--- src/rtl/tapseq_pkg.sv ---
package tapseq_pkg;

  typedef struct packed {
    logic [2:0] st;
    logic       adv_tap;
    logic       fin;
  } nxt_t;

  // Step program: normal taps 0..5, centre tap skips 1 and appends 6,7.
  function automatic nxt_t step_after(input logic [2:0] st, input logic at_last);
    nxt_t n;
    n = '0;
    case (st)
      3'd0: n.st = at_last ? 3'd2 : 3'd1;
      3'd1, 3'd2, 3'd3, 3'd4: n.st = st + 3'd1;
      3'd5: begin
        if (at_last) n.st = 3'd6;
        else begin
          n.st = 3'd0;
          n.adv_tap = 1'b1;
        end
      end
      3'd6: n.st = 3'd7;
      default: begin
        n.st = 3'd0;
        n.fin = 1'b1;
      end
    endcase
    return n;
  endfunction

  // Distance back from the base for the two data loads of a tap.
  function automatic int data_dist(input int st, input int tp, input int ntap);
    return (st == 0) ? (ntap - 1 - tp) : tp;
  endfunction

  // Coefficient ROM index: filter-major, tap-minor.
  function automatic int coef_index(input int st, input int tp, input int half);
    return (st - 2) * half + tp;
  endfunction

endpackage

--- src/rtl/tapseq_ctrl.sv ---
module tapseq_ctrl #(
  parameter int HALF    = 21,
  parameter int TAP_W   = 5,
  parameter int OCT_W   = 3,
  parameter int DEPTH_W = 6
) (
  input  logic               clk,
  input  logic               rst_n,
  input  logic               start,
  input  logic [OCT_W-1:0]   oct_i,
  input  logic [DEPTH_W-1:0] base_i,
  input  logic               rdy_in,
  input  logic               rdy_out,
  output logic               busy,
  output logic [TAP_W-1:0]   tap,
  output logic [2:0]         step,
  output logic [OCT_W-1:0]   oct_q,
  output logic [DEPTH_W-1:0] base_q
);
  import tapseq_pkg::*;

  localparam logic [TAP_W-1:0] LAST = TAP_W'(HALF - 1);

  logic in_wait, out_wait, hold, at_last;
  nxt_t nx;

  assign at_last  = (tap == LAST);
  assign in_wait  = busy && (tap == '0) && (step == 3'd1) && (oct_q == '0) && !rdy_in;
  assign out_wait = busy && (step == 3'd6) && rdy_out;
  assign hold     = in_wait || out_wait;
  assign nx       = step_after(step, at_last);

  always_ff @(posedge clk) begin
    if (!rst_n) begin
      busy   <= 1'b0;
      tap    <= '0;
      step   <= '0;
      oct_q  <= '0;
      base_q <= '0;
    end else if (!busy) begin
      if (start) begin
        busy   <= 1'b1;
        tap    <= '0;
        step   <= '0;
        oct_q  <= oct_i;
        base_q <= base_i;
      end
    end else if (!hold) begin
      step <= nx.st;
      if (nx.adv_tap) tap <= tap + TAP_W'(1);
      if (nx.fin) begin
        busy <= 1'b0;
        tap  <= '0;
      end
    end
  end


  start_accept_chk: assert property (@(posedge clk) disable iff (!rst_n)
    (!busy && start) |=> (busy && tap == '0 && step == 3'd0));


  in_stall_chk: assert property (@(posedge clk) disable iff (!rst_n)
    in_wait |=> (busy && $stable(step) && $stable(tap)));


  out_stall_chk: assert property (@(posedge clk) disable iff (!rst_n)
    out_wait |=> (busy && step == 3'd6));


  centre_skip_chk: assert property (@(posedge clk) disable iff (!rst_n)
    (busy && step == 3'd1) |-> (tap != LAST));

endmodule

--- src/rtl/tapseq_decode.sv ---
module tapseq_decode #(
  parameter int NTAP    = 41,
  parameter int HALF    = 21,
  parameter int OCT_N   = 8,
  parameter int TAP_W   = 5,
  parameter int OCT_W   = 3,
  parameter int DEPTH_W = 6,
  parameter int COEF_W  = 7
) (
  input  logic                     busy,
  input  logic [TAP_W-1:0]         tap,
  input  logic [2:0]               step,
  input  logic [OCT_W-1:0]         oct_q,
  input  logic [DEPTH_W-1:0]       base_q,
  input  logic                     rdy_in,
  input  logic                     rdy_out,
  output logic                     mem_re,
  output logic                     mem_we,
  output logic [OCT_W+DEPTH_W-1:0] mem_addr,
  output logic                     coef_re,
  output logic [COEF_W-1:0]        coef_addr,
  output logic                     in_ack,
  output logic                     res_enq,
  output logic                     done
);
  import tapseq_pkg::*;

  localparam logic [OCT_W-1:0] TOP_OCT = OCT_W'(OCT_N - 1);

  logic [DEPTH_W-1:0] rd_off;
  logic [DEPTH_W-1:0] dec_off;
  logic [OCT_W-1:0]   nxt_oct;
  logic               take_new;

  assign rd_off   = base_q - DEPTH_W'(data_dist(int'(step), int'(tap), NTAP));
  assign dec_off  = base_q >> 1;
  assign nxt_oct  = oct_q + OCT_W'(1);
  assign take_new = (tap == '0) && (oct_q == '0);

  always_comb begin
    mem_re    = 1'b0;
    mem_we    = 1'b0;
    mem_addr  = '0;
    coef_re   = 1'b0;
    coef_addr = '0;
    in_ack    = 1'b0;
    res_enq   = 1'b0;
    done      = 1'b0;
    if (busy) begin
      case (step)
        3'd0: begin
          mem_re   = 1'b1;
          mem_addr = {oct_q, rd_off};
        end
        3'd1: begin
          if (take_new) begin
            if (rdy_in) begin
              mem_we   = 1'b1;
              in_ack   = 1'b1;
              mem_addr = {oct_q, base_q};
            end
          end else begin
            mem_re   = 1'b1;
            mem_addr = {oct_q, rd_off};
          end
        end
        3'd2, 3'd3, 3'd4, 3'd5: begin
          coef_re   = 1'b1;
          coef_addr = COEF_W'(coef_index(int'(step), int'(tap), HALF));
        end
        3'd6: begin
          if (!rdy_out) begin
            res_enq = 1'b1;
            if (oct_q != TOP_OCT) begin
              mem_we   = 1'b1;
              mem_addr = {nxt_oct, dec_off};
            end
          end
        end
        default: done = 1'b1;
      endcase
    end
  end

endmodule

--- src/rtl/tapseq_top.sv ---
module tapseq_top #(
  parameter int NTAP    = 41,
  parameter int OCT_N   = 8,
  parameter int DEPTH_W = 6
) (
  input  logic        clk,
  input  logic        rst_n,
  input  logic        start,
  input  logic [2:0]  oct_i,
  input  logic [5:0]  base_i,
  input  logic        rdy_in,
  input  logic        rdy_out,
  output logic        busy,
  output logic [4:0]  tap,
  output logic [2:0]  step,
  output logic        mem_re,
  output logic        mem_we,
  output logic [8:0]  mem_addr,
  output logic        coef_re,
  output logic [6:0]  coef_addr,
  output logic        in_ack,
  output logic        res_enq,
  output logic        done
);
  localparam int HALF   = (NTAP + 1) / 2;
  localparam int TAP_W  = $clog2(HALF);
  localparam int OCT_W  = $clog2(OCT_N);
  localparam int COEF_W = $clog2(4 * HALF);

  logic [OCT_W-1:0]   oct_q;
  logic [DEPTH_W-1:0] base_q;

  tapseq_ctrl #(
    .HALF(HALF), .TAP_W(TAP_W), .OCT_W(OCT_W), .DEPTH_W(DEPTH_W)
  ) u_ctrl (
    .clk(clk), .rst_n(rst_n), .start(start), .oct_i(oct_i), .base_i(base_i),
    .rdy_in(rdy_in), .rdy_out(rdy_out), .busy(busy), .tap(tap), .step(step),
    .oct_q(oct_q), .base_q(base_q)
  );

  tapseq_decode #(
    .NTAP(NTAP), .HALF(HALF), .OCT_N(OCT_N), .TAP_W(TAP_W), .OCT_W(OCT_W),
    .DEPTH_W(DEPTH_W), .COEF_W(COEF_W)
  ) u_dec (
    .busy(busy), .tap(tap), .step(step), .oct_q(oct_q), .base_q(base_q),
    .rdy_in(rdy_in), .rdy_out(rdy_out), .mem_re(mem_re), .mem_we(mem_we),
    .mem_addr(mem_addr), .coef_re(coef_re), .coef_addr(coef_addr),
    .in_ack(in_ack), .res_enq(res_enq), .done(done)
  );


  done_idle_chk: assert property (@(posedge clk) disable iff (!rst_n)
    done |=> !busy);


  port_excl_chk: assert property (@(posedge clk) disable iff (!rst_n)
    $onehot0({mem_re, mem_we, coef_re}));


  ack_pulse_chk: assert property (@(posedge clk) disable iff (!rst_n)
    in_ack |=> !in_ack);

endmodule

--- config.mk ---
export PLATFORM = sky130hd
export DESIGN_NAME = tapseq_top
export DESIGN_NICKNAME = d
export VERILOG_FILES = /design/src/rtl/tapseq_pkg.sv /design/src/rtl/tapseq_ctrl.sv /design/src/rtl/tapseq_decode.sv /design/src/rtl/tapseq_top.sv
export SDC_FILE = /design/constraint.sdc
export NUM_CORES = 1
export LEC_CHECK = 0
export BUFFER_PORTS_ARGS = -buffer_cell sky130_fd_sc_hd__buf_2
export CAP_MARGIN = 30
export CORE_MARGIN = 1.5
export CORE_UTILIZATION = 42
export CTS_CLUSTER_SIZE = 28
export DETAILED_ROUTE_END_ITERATION = 6
export REMOVE_ABC_BUFFERS = 1
export SYNTH_ARGS = -nofsm -noshare
export SYNTH_HDL_FRONTEND = slang
export SYNTH_SLANG_ARGS = --single-unit
--- constraint.sdc ---
create_clock -name clk -period 3.8 [get_ports clk]
set_input_delay 0.57 -clock clk [delete_from_list [all_inputs] [get_ports clk]]
set_output_delay 0.57 -clock clk [all_outputs]
set_load 0.01 [all_outputs]
==> results of run 1 <==
per-stage QoR:
stage                     std cells  total power [mW]
after floorplan                 257             0.302
final                           369             0.500
after global routing            369             0.529
after detailed placement        364             0.345
after CTS                       368             0.504
after global placement          364             0.345
routing by layer:
| layer | wire length [um] | up-vias | GRT usage (%) |
|---|---|---|---|
| met1 | 2530 | 899 | 28.0 |
| met2 | 2290 | 36 | 31.2 |
| met3 | 192 | 2 | 1.10 |
| met5 | 0 | - | 0 |
| met4 | 26 | 0 | 4.40 |
| li1 | - | 1014 | - |
worst max-delay path by stage:
stage / endpoint / slack (ns) / depth (start not counted)
floorplan: coef_addr[6] / 0.13 / 12
global placement: coef_addr[6] / 0.37 / 13
detailed placement: coef_addr[6] / 0.29 / 13
CTS: coef_addr[6] / 0.003 / 13
global route: mem_addr[5] / 0.008 / 16
finish: mem_addr[5] / 0.21 / 16
layout make-up:
cell class / instances / area [um^2] / share of cell area, %
Multi-Input combinational cell: 207 / 1540 / 63.1
Sequential cell: 18 / 364 / 14.9
Tap cell: 54 / 67.6 / 2.76
Clock buffer: 4 / 55.1 / 2.25
Timing Repair Buffer: 54 / 295 / 12.1
Inverter: 32 / 120 / 4.91
cell usage in the layout (no fill, tap or decap), types with 7 or more instances in the layout:
| cell type | n |
|---|---|
| ha_1 | 32 |
| buf_2 | 44 |
| nor2_1 | 23 |
| nand2_1 | 39 |
| a21oi_1 | 15 |
| dfxtp_1 | 17 |
| a21boi_0 | 9 |
| xnor2_1 | 7 |
| inv_1 | 31 |
| buf_4 | 10 |
state kept, by name (all words and copies together) (netlist names):
signal and flops:
u_ctrl.base_q 6, u_ctrl.tap 5, u_ctrl.oct_q 3, u_ctrl.step 3, u_ctrl.busy 1
critical path, stage by stage, from the launching register on:
cell and delay (ns):
dfxtp_4 0.37, inv_1 0.06, buf_4 0.15, ha_1 0.22, inv_2 0.10, nor2_4 0.05
nor2_1 0.09, a21o_1 0.13, inv_1 0.05, ha_1 0.25, nor2b_1 0.13, o31a_1 0.25
o22ai_1 0.16, xnor2_1 0.15, mux2_2 0.34, a21oi_1 0.11, buf_2 0.15
synthesized netlist by cell type (2+ instances only):
library cell,count,share of area (%)
a222oi_1,5,2.4
buf_6,2,1.1
a21oi_1,15,3.7
nand2_1,39,7.2
clkbuf_1,3,0.55
nor2b_1,5,1.5
o21ai_0,4,0.98
xnor2_1,7,3.0
o31ai_1,2,0.73
o31a_1,2,0.86
fa_1,5,4.9
a21boi_0,9,3.3
inv_1,32,5.9
nor2_1,24,4.4
nor3_1,4,0.98
and2_1,5,1.5
nand3_1,2,0.49
a21o_1,5,1.8
ha_1,32,20
xor2_1,3,1.3
o22ai_2,2,1.2
o22ai_1,4,1.2
dfxtp_1,18,18
nand4_1,2,0.61
nand2b_1,2,0.61
kinds of logic (layout without fill, tap and decap cells):
family	count (synthesis)	count (layout)	synth area share, %
simple gates	101	101	24.9
compound gates	57	57	19.9
buf+inv	38	90	7.77
fa+ha+maj	37	37	24.5
flops	18	18	17.6
xor+xnor	10	10	4.28
mux	2	2	1.04
where the power goes:
group          internal (mW)  switching, mW
Clock                 0.0920         0.0659
Sequential             0.195        0.00909
Combinational         0.0616         0.0768
Total                  0.349          0.152
what timing repair did:
item / in CTS / in global routing
resized for setup: 0 / 7
endpoints found under the setup margin: 0 / 3
buffers inserted: 0 / 1
==> results.md, run 1 <==
* Post-synth EDFFs at 0
* WHS Path Cells at 2
* DIE WIDTH at 72.8 um
* Routed len/inst at 13.7 um
* Clk buf depth at 2
* Post-DP Area at 2360 um^2
* Largest net degree at the start of global routing at 26
* Post-layout util at 52.1%
* Critical path class: reg2out
* Register bit total from synthesis at 18
* Power per cell area at 205 nW/um^2
* Row cnt at 25
* Root Driver: clkbuf_8
* Reg2Reg Depth at 9
* Mapped cell area at 2050 um^2
* Crit end category: output pin
* Post-DP HPWL at 3.94 mm
* Rel. slew slack at 50.9%
* Initial core utilization at 43.6%
* Max H-tree Level at 1
* WL final at 5.04 mm
* FFs w/ async S/R, synth at 0%
* WP data arrival at 3.02 ns
* Leakage power at 1.22 nW
* Fin Clk Skew at 0.00168 ns
* Netlist cell types at 55
* Port buffer count at 44
* Crit path time final at 3.59 ns
* Synthesis warning total at 0
* Top FF cell, synth: dfxtp_1
* Share of layout cells above drive strength 1 at 24.4%
* Initial antenna violation count at 0
* Clock sinks at 18
* Hold Path Class: reg2reg
* Setup TNS at 0 ns
* WHS Endpoint: u_ctrl.oct_q[0]$_SDFFE_PN0P_
* Fin. Hold Viols at 0
* Status: finished, final reports clean
* Final GP Congestion at 0.835
* Peak VDD IR at 0.000181 V
* Fillers at 492
* DR pass1 iterations at 4
* HP Start: u_ctrl.oct_q[0]$_SDFFE_PN0P_
* # diodes at 0
* Max-slew violation count at 0
* CTS tree: done
* Mean Syn Cell Area at 7.78 um^2
* Vias in the first global route at 1702
* Setup ws final at 0.206 ns
* Worst skew pair latency at 0.25 ns
* Total CTS buffers at 3
* Design Area, Final at 2440 um^2
* DP Worst Slack at 0.291 ns
* Vert. Die Dim at 72.8 um
* Worst setup path start: u_ctrl.step[1]$_SDFFE_PN0P_
* Synth Instances at 263
* Least-Margin Pin Slew at 0.731 ns
* Area growth from synthesis to layout at 19.5%
* Final Net Count at 367
* Final ANT Viol Nets at 0
* Detailed-route via count at 1951
* Clock transition at path regs at 0.07 ns
* Sequential fraction of the synthesis area at 17.6%
* FMAX at 278 MHz
* Fin crit share at 94.6%
* First-pass GRT wire length at 8.02 mm
* Maxcap violations at 0
* Cts hold-fix bufs at 0
* Min Hold Slack at 0.495 ns
* Worst EP required at 3.23 ns
* Core Area at 4690 um^2
* # setup viols final at 0
* Total Die Area at 5300 um^2
* Reg-to-Reg End: u_ctrl.tap[1]$_SDFFE_PN0P_
* Vias per Instance at 5.29
* Worst Path Max Fanout at 6
* Crit start category: register
* Residual DRC count at 0
* DRT iter0 DRCs at 68
* R2R setup slack at 1.49 ns
* Number of I/O pins at 45
* R2r startpoint: u_ctrl.step[1]$_SDFFE_PN0P_
* Global Route Usage Sum at 19.2%
* Total gr overflow at 0
* RSZ-0062 raised after global routing: no
Note: power is estimated with default switching activity, not from simulation.
==> inputs of run 2 (changes only) <==
==> constraint.sdc (replaced) <==
create_clock -name clk -period 3.8 [get_ports clk]
set_input_delay 0 -clock clk [delete_from_list [all_inputs] [get_ports clk]]
set_output_delay 0 -clock clk [all_outputs]
set_load 0.01 [all_outputs]
==> results.md, run 2 (synthesis results as in run 1) <==
* Met3 usage in global routing at 2.07% (was 1.10%)
* Pwr Total at 0.506 mW (was 0.500 mW)
* Worst setup path start: u_ctrl.step[1]$_SDFFE_PN0P_ (unchanged)
* Vert. Die Dim at 72.8 um (unchanged)
* Fin. Hold Viols at 0 (unchanged)
* Max H-tree Level at 1 (unchanged)
* RSZ-0062 raised after global routing: no (unchanged)
* Fin Clk Skew at 0.00201 ns (was 0.00168 ns)
* Initial core utilization at 43.6% (unchanged)
* Core Area at 4690 um^2 (unchanged)
* Power per cell area at 205 nW/um^2 (about the same)
* Cts hold-fix bufs at 9 (was 0)
* DRT iter0 DRCs at 126 (was 68)
* Vias in the first global route at 1779 (was 1702)
* FMAX at 304 MHz (was 278 MHz)
* Worst skew pair latency at 0.26 ns (was 0.25 ns)
* Post-DP HPWL at 3.89 mm (was 3.94 mm)
* Postcts setup bufs at 0 (unchanged)
* Initial antenna violation count at 0 (unchanged)
* Peak VDD IR at 0.000220 V (was 0.000181 V)
* Reg-to-Reg End: u_ctrl.tap[0]$_SDFFE_PN0P_ (was u_ctrl.tap[1]$_SDFFE_PN0P_)
* R2R setup slack at 1.48 ns (was 1.49 ns)
* Max reg flops at 6 (unchanged)
* Maxcap violations at 0 (unchanged)
* Routed len/inst at 13.8 um (was 13.7 um)
* Largest registers: u_ctrl.base_q: 6 flops, u_ctrl.tap: 5 flops (unchanged)
* Residual DRC count at 0 (unchanged)
* Hold Path Class: in2reg (was reg2reg)
* CTS resizes at 0 (unchanged)
* CP endpoint: coef_addr[6] (was mem_addr[5])
* First-pass GRT wire length at 8.32 mm (was 8.02 mm)
* Crit path time final at 3.29 ns (was 3.59 ns)
* Total CTS buffers at 3 (unchanged)
* Crit end category: output pin (unchanged)
* Number of I/O pins at 45 (unchanged)
* Setup TNS at 0 ns (unchanged)
* Largest net degree at the start of global routing at 26 (unchanged)
* Area growth from synthesis to layout at 20.7% (was 19.5%)
* Switching power at 0.153 mW (was 0.152 mW)
* Status: finished, final reports clean (unchanged)
* Final GP Congestion at 0.843 (was 0.835)
* Seq pwr share at 40.5% (was 40.8%)
* Total gr overflow at 0 (unchanged)
* CTS tree: done (unchanged)
* R2r startpoint: u_ctrl.step[1]$_SDFFE_PN0P_ (unchanged)
* Global Route Usage Sum at 19.8% (was 19.2%)
* Clk buf depth at 2 (unchanged)
* # diodes at 0 (unchanged)
* Total Die Area at 5300 um^2 (unchanged)
* Fin crit share at 86.6% (was 94.6%)
* Sw frac at 30.2% (was 30.3%)
* Reg2Reg Depth at 8 (was 9)
* Least-Margin Pin Slew at 0.816 ns (was 0.731 ns)
* Row cnt at 25 (unchanged)
* DR pass1 iterations at 6 (was 4)
* WL final at 5.13 mm (was 5.04 mm)
* Critical path class: reg2out (unchanged)
* Most Crowded Layer GR: met2 (unchanged)
* Highest-count cells in the layout ignoring fill and taps: buf_2 (44), nand2_1 (39), inv_1 (32), ha_1 (32), nor2_1 (24) (was buf_2 (44), nand2_1 (39), ha_1 (32))
* DIE WIDTH at 72.8 um (unchanged)
* Clock sinks at 18 (unchanged)
* Final Net Count at 370 (was 367)
* Most common cell after layout, fill and taps aside: buf_2 (unchanged)
* Share of layout cells above drive strength 1 at 20.8% (was 24.4%)
* Rel. slew slack at 45.2% (was 50.9%)
* Detailed-route via count at 1992 (was 1951)
* WP data arrival at 3.29 ns (was 3.02 ns)
* Max-slew violation count at 0 (unchanged)
* # setup viols final at 0 (unchanged)
* Leakage power at 1.22 nW (about the same)
* Final ANT Viol Nets at 0 (unchanged)
* Vias per Instance at 5.35 (was 5.29)
* Met1 global-route usage at 28.0% (about the same)
* Worst Path Max Fanout at 6 (unchanged)
* Crit start category: register (unchanged)
* Port buffer count at 44 (unchanged)
* Worst EP required at 3.80 ns (was 3.23 ns)
* Clock transition at path regs at 0.07 ns (about the same)
* Root Driver: clkbuf_8 (unchanged)
* Pint at 0.353 mW (was 0.349 mW)
* Met2 usage at 31.8% (was 31.2%)
* Combinational share of power at 28.2% (was 27.7%)
* Reg with most FFs: u_ctrl.base_q (unchanged)
* Clock power share at 31.3% (was 31.6%)
==> run 2: power by group through the flow <==
stage	clock, mW	combinational [mW]	sequential (mW)
floorplan	0	0.0945	0.208
global placement	0	0.134	0.209
detailed placement	0	0.135	0.209
CTS	0.161	0.143	0.205
global route	0.168	0.161	0.206
finish	0.159	0.143	0.205
==> run 2: routing by layer <==
layer / wire length, um / part of all wire (%)
met1: 2490 / 49
met2: 2390 / 47
met4: 55 / 1.1
met3: 192 / 3.7
met5: 0 / 0
==> run 2: critical path: stages (launching register included) <==
cell and delay [ns]:
dfxtp_1 0.42, inv_1 0.16, ha_1 0.23, ha_1 0.27, ha_1 0.31, fa_1 0.57
inv_1 0.06, fa_1 0.45, inv_1 0.07, a21o_1 0.10, a21oi_1 0.07, xnor2_1 0.12
nor2_1 0.08, buf_2 0.13
==> run 2: area by class of cell <==
class,count,area (um^2)
fill,474,2220
multi-input combinational,207,1530
sequential,18,360
timing repair buffer,57,340
inverter,32,120
tap,54,67.6
clock buffer,4,55.1
==> run 2: how the worst min path moves through the flow <==
stage          startpoint                            to  slack [ns]  depth (start not counted)
3_5_place_dp     oct_i[1]  u_ctrl.oct_q[1]$_SDFFE_PN0P_        0.26                          3
6_report            start        u_ctrl.busy$_SDFF_PN0_        0.02                          3
5_1_grt             start        u_ctrl.busy$_SDFF_PN0_        0.05                          3
4_1_cts             start        u_ctrl.busy$_SDFF_PN0_        0.02                          3
2_1_floorplan     rdy_out                       res_enq        0.05                          1
3_3_place_gp     oct_i[0]  u_ctrl.oct_q[0]$_SDFFE_PN0P_        0.25                          3
==> run 2: through the flow <==
stage,hold WS [ns],cell area [um^2],setup slack (ns),std cells,utilization (%)
after detailed placement,0.260,2320,0.755,359,49.5
final,0.0207,2470,0.508,372,52.6
after global routing,0.0465,2470,0.295,372,52.6
after floorplan,0.0507,2010,0.700,257,-
after global placement,0.251,2320,0.852,359,49.5
after CTS,0.0246,2470,0.468,372,52.6
==> inputs of run 3 (changes only) <==
Settings changed: CAP_MARGIN 30 to 20, PLACE_DENSITY from default to 0.67.
Clock period 3.8 ns to 2.82 ns, I/O delays scaled along.
==> results.md, run 3 (synthesis results as in run 1) <==
* Max H-tree Level at 1 (unchanged)
* DP Worst Slack at -0.0246 ns (was 0.755 ns)
* # diodes at 0 (unchanged)
* Post-layout util at 57.5% (was 52.6%)
* Fin crit share at 99.2%
* Setup TNS at 0 ns (unchanged)
* Largest registers: u_ctrl.base_q: 6 flops, u_ctrl.tap: 5 flops (unchanged)
* Most common cell after layout, fill and taps aside: buf_2 (unchanged)
* Fin. Hold Viols at 2 (was 0)
* WP data arrival at 2.80 ns (was 3.29 ns)
* Placed Cells at 369 (was 359)
* Worst skew pair latency at 0.25 ns (was 0.26 ns)
* Port buffer count at 44 (unchanged)
* Routed len/inst at 14.2 um (was 13.8 um)
* Root Driver: clkbuf_8 (unchanged)
* Max reg flops at 6 (unchanged)
* Initial core utilization at 43.6% (unchanged)
* Row cnt at 25 (unchanged)
* Vias in the first global route at 1898 (was 1779)
* Status: finished with violations (was finished, final reports clean)
* Clk buf depth at 2 (unchanged)
* Clock transition at path regs at 0.07 ns (about the same)
* Total Die Area at 5300 um^2 (unchanged)
* Share of layout cells above drive strength 1 at 33.6% (was 20.8%)
* Failing checks: negative hold slack
* Final ANT Viol Nets at 0 (unchanged)
* Post-DP HPWL at 3.92 mm (was 3.89 mm)
* Area growth from synthesis to layout at 31.9% (was 20.7%)
* DIE WIDTH at 72.8 um (unchanged)
* Initial antenna violation count at 0 (unchanged)
* Highest-count cells in the layout ignoring fill and taps: buf_2 (44), nand2_1 (38), inv_1 (26) (was buf_2 (44), nand2_1 (39), inv_1 (32), ha_1 (32), nor2_1 (24))
* Crit end category: output pin (unchanged)
* Min Hold Slack at -0.00229 ns (was 0.0207 ns)
* Vert. Die Dim at 72.8 um (unchanged)
* Final GP Congestion at 0.888 (was 0.843)
* CTS tree: done (unchanged)
* Worst EP required at 2.82 ns (was 3.80 ns)
* Fin Clk Skew at 0.00347 ns (was 0.00201 ns)
* Final Net Count at 383 (was 370)
* Total CTS buffers at 3 (unchanged)
* First-pass GRT wire length at 8.87 mm (was 8.32 mm)
* Clock sinks at 18 (unchanged)
* Total gr overflow at 0 (unchanged)
* Design Area, Final at 2700 um^2 (was 2470 um^2)
* Post-route insts no fill at 384 (was 372)
* FMAX at 358 MHz
* Pwr Total at 0.668 mW (was 0.506 mW)
* Number of I/O pins at 45 (unchanged)
* Max-slew violation count at 0 (unchanged)
* Reg with most FFs: u_ctrl.base_q (unchanged)
* Hold Path Class: in2reg (unchanged)
* Crit path time final at 2.80 ns
* Core Area at 4690 um^2 (unchanged)
* Peak VDD IR at 0.000331 V (was 0.000220 V)
* Leakage power at 1.31 nW (was 1.22 nW)
* R2R setup slack at 0.44 ns (was 1.48 ns)
* DR pass1 iterations at 4 (was 6)
* Setup ws final at 0.0237 ns (was 0.508 ns)
* Global Route Usage Sum at 21.4% (was 19.8%)
* Maxcap violations at 0 (unchanged)
* Vias per Instance at 5.33 (was 5.35)
* Least-Margin Pin Slew at 0.614 ns (was 0.816 ns)
* Rel. slew slack at 59.0% (was 45.2%)
* # setup viols final at 0 (unchanged)
* Residual DRC count at 0 (unchanged)
* Power per cell area at 248 nW/um^2 (was 205 nW/um^2)
* Post-DP Area at 2400 um^2 (was 2320 um^2)
* Largest net degree at the start of global routing at 26 (unchanged)
* DRT iter0 DRCs at 81 (was 126)
* Detailed-route via count at 2046 (was 1992)
* WL final at 5.44 mm (was 5.13 mm)
* Worst Path Max Fanout at 4 (was 6)
* Crit start category: register (unchanged)
* RSZ-0062 raised after global routing: yes (was no)
* Critical path class: reg2out (unchanged)
run 3: cell types whose count changed in the layout (fill, tap and decap cells not counted), sizes merged:
cell and change:
dlygate4sd3 -5, buf +17
run 3: final timing paths:
| check | start | endpoint | cells past startpoint |
|---|---|---|---|
| worst max-delay path | u_ctrl.step[1]$_SDFFE_PN0P_ | mem_addr[5] | 16 |
| worst min-delay path | oct_i[1] | u_ctrl.oct_q[1]$_SDFFE_PN0P_ | 3 |
| worst max register to register | u_ctrl.step[1]$_SDFFE_PN0P_ | u_ctrl.tap[0]$_SDFFE_PN0P_ | 10 |
| worst min register to register | u_ctrl.oct_q[0]$_SDFFE_PN0P_ | u_ctrl.oct_q[0]$_SDFFE_PN0P_ | 2 |
run 3: layer usage:
metal | global-route usage [%] | vias to the layer above | wire length [um]
li1 | - | 1045 | -
met1 | 30.4 | 963 | 2670
met2 | 35.7 | 33 | 2600
met3 | 1.38 | 5 | 123
met4 | 4.40 | 0 | 52
met5 | 0 | - | 0
run 3: final cells by class:
| type | instances | area [um^2] |
|---|---|---|
| inverter | 32 | 120 |
| multi-input combinational | 207 | 1670 |
| sequential | 18 | 367 |
| tap | 54 | 67.6 |
| fill | 438 | 1990 |
| timing repair buffer | 70 | 430 |
| clock buffer | 3 | 41.3 |
run 3: what timing repair did:
item,CTS,global route
hold buffers,4,0
pin swaps,14,9
resized for setup,28,9
setup buffers,6,1
setup endpoints to repair,5,5
gates cloned,0,0
hold endpoints to repair,4,0
run 3: power breakdown:
group          switching (mW)  internal (mW)  total, mW
Sequential             0.0130          0.264      0.277
Combinational           0.112          0.101      0.214
Clock                  0.0827         0.0950      0.178
Total                   0.208          0.460      0.668
run 3: worst max-delay path: stages (launching register included):
cell and delay [ns]:
dfxtp_2 0.33, inv_2 0.08, buf_6 0.11, ha_4 0.15, inv_2 0.05, nor2_4 0.12, nor2_2 0.05, a21o_1 0.16
inv_1 0.05, ha_1 0.21, nor2b_1 0.14, o31a_1 0.27, o22ai_2 0.11, xnor2_1 0.16, mux2_4 0.32, a21oi_2 0.10
buf_2 0.14
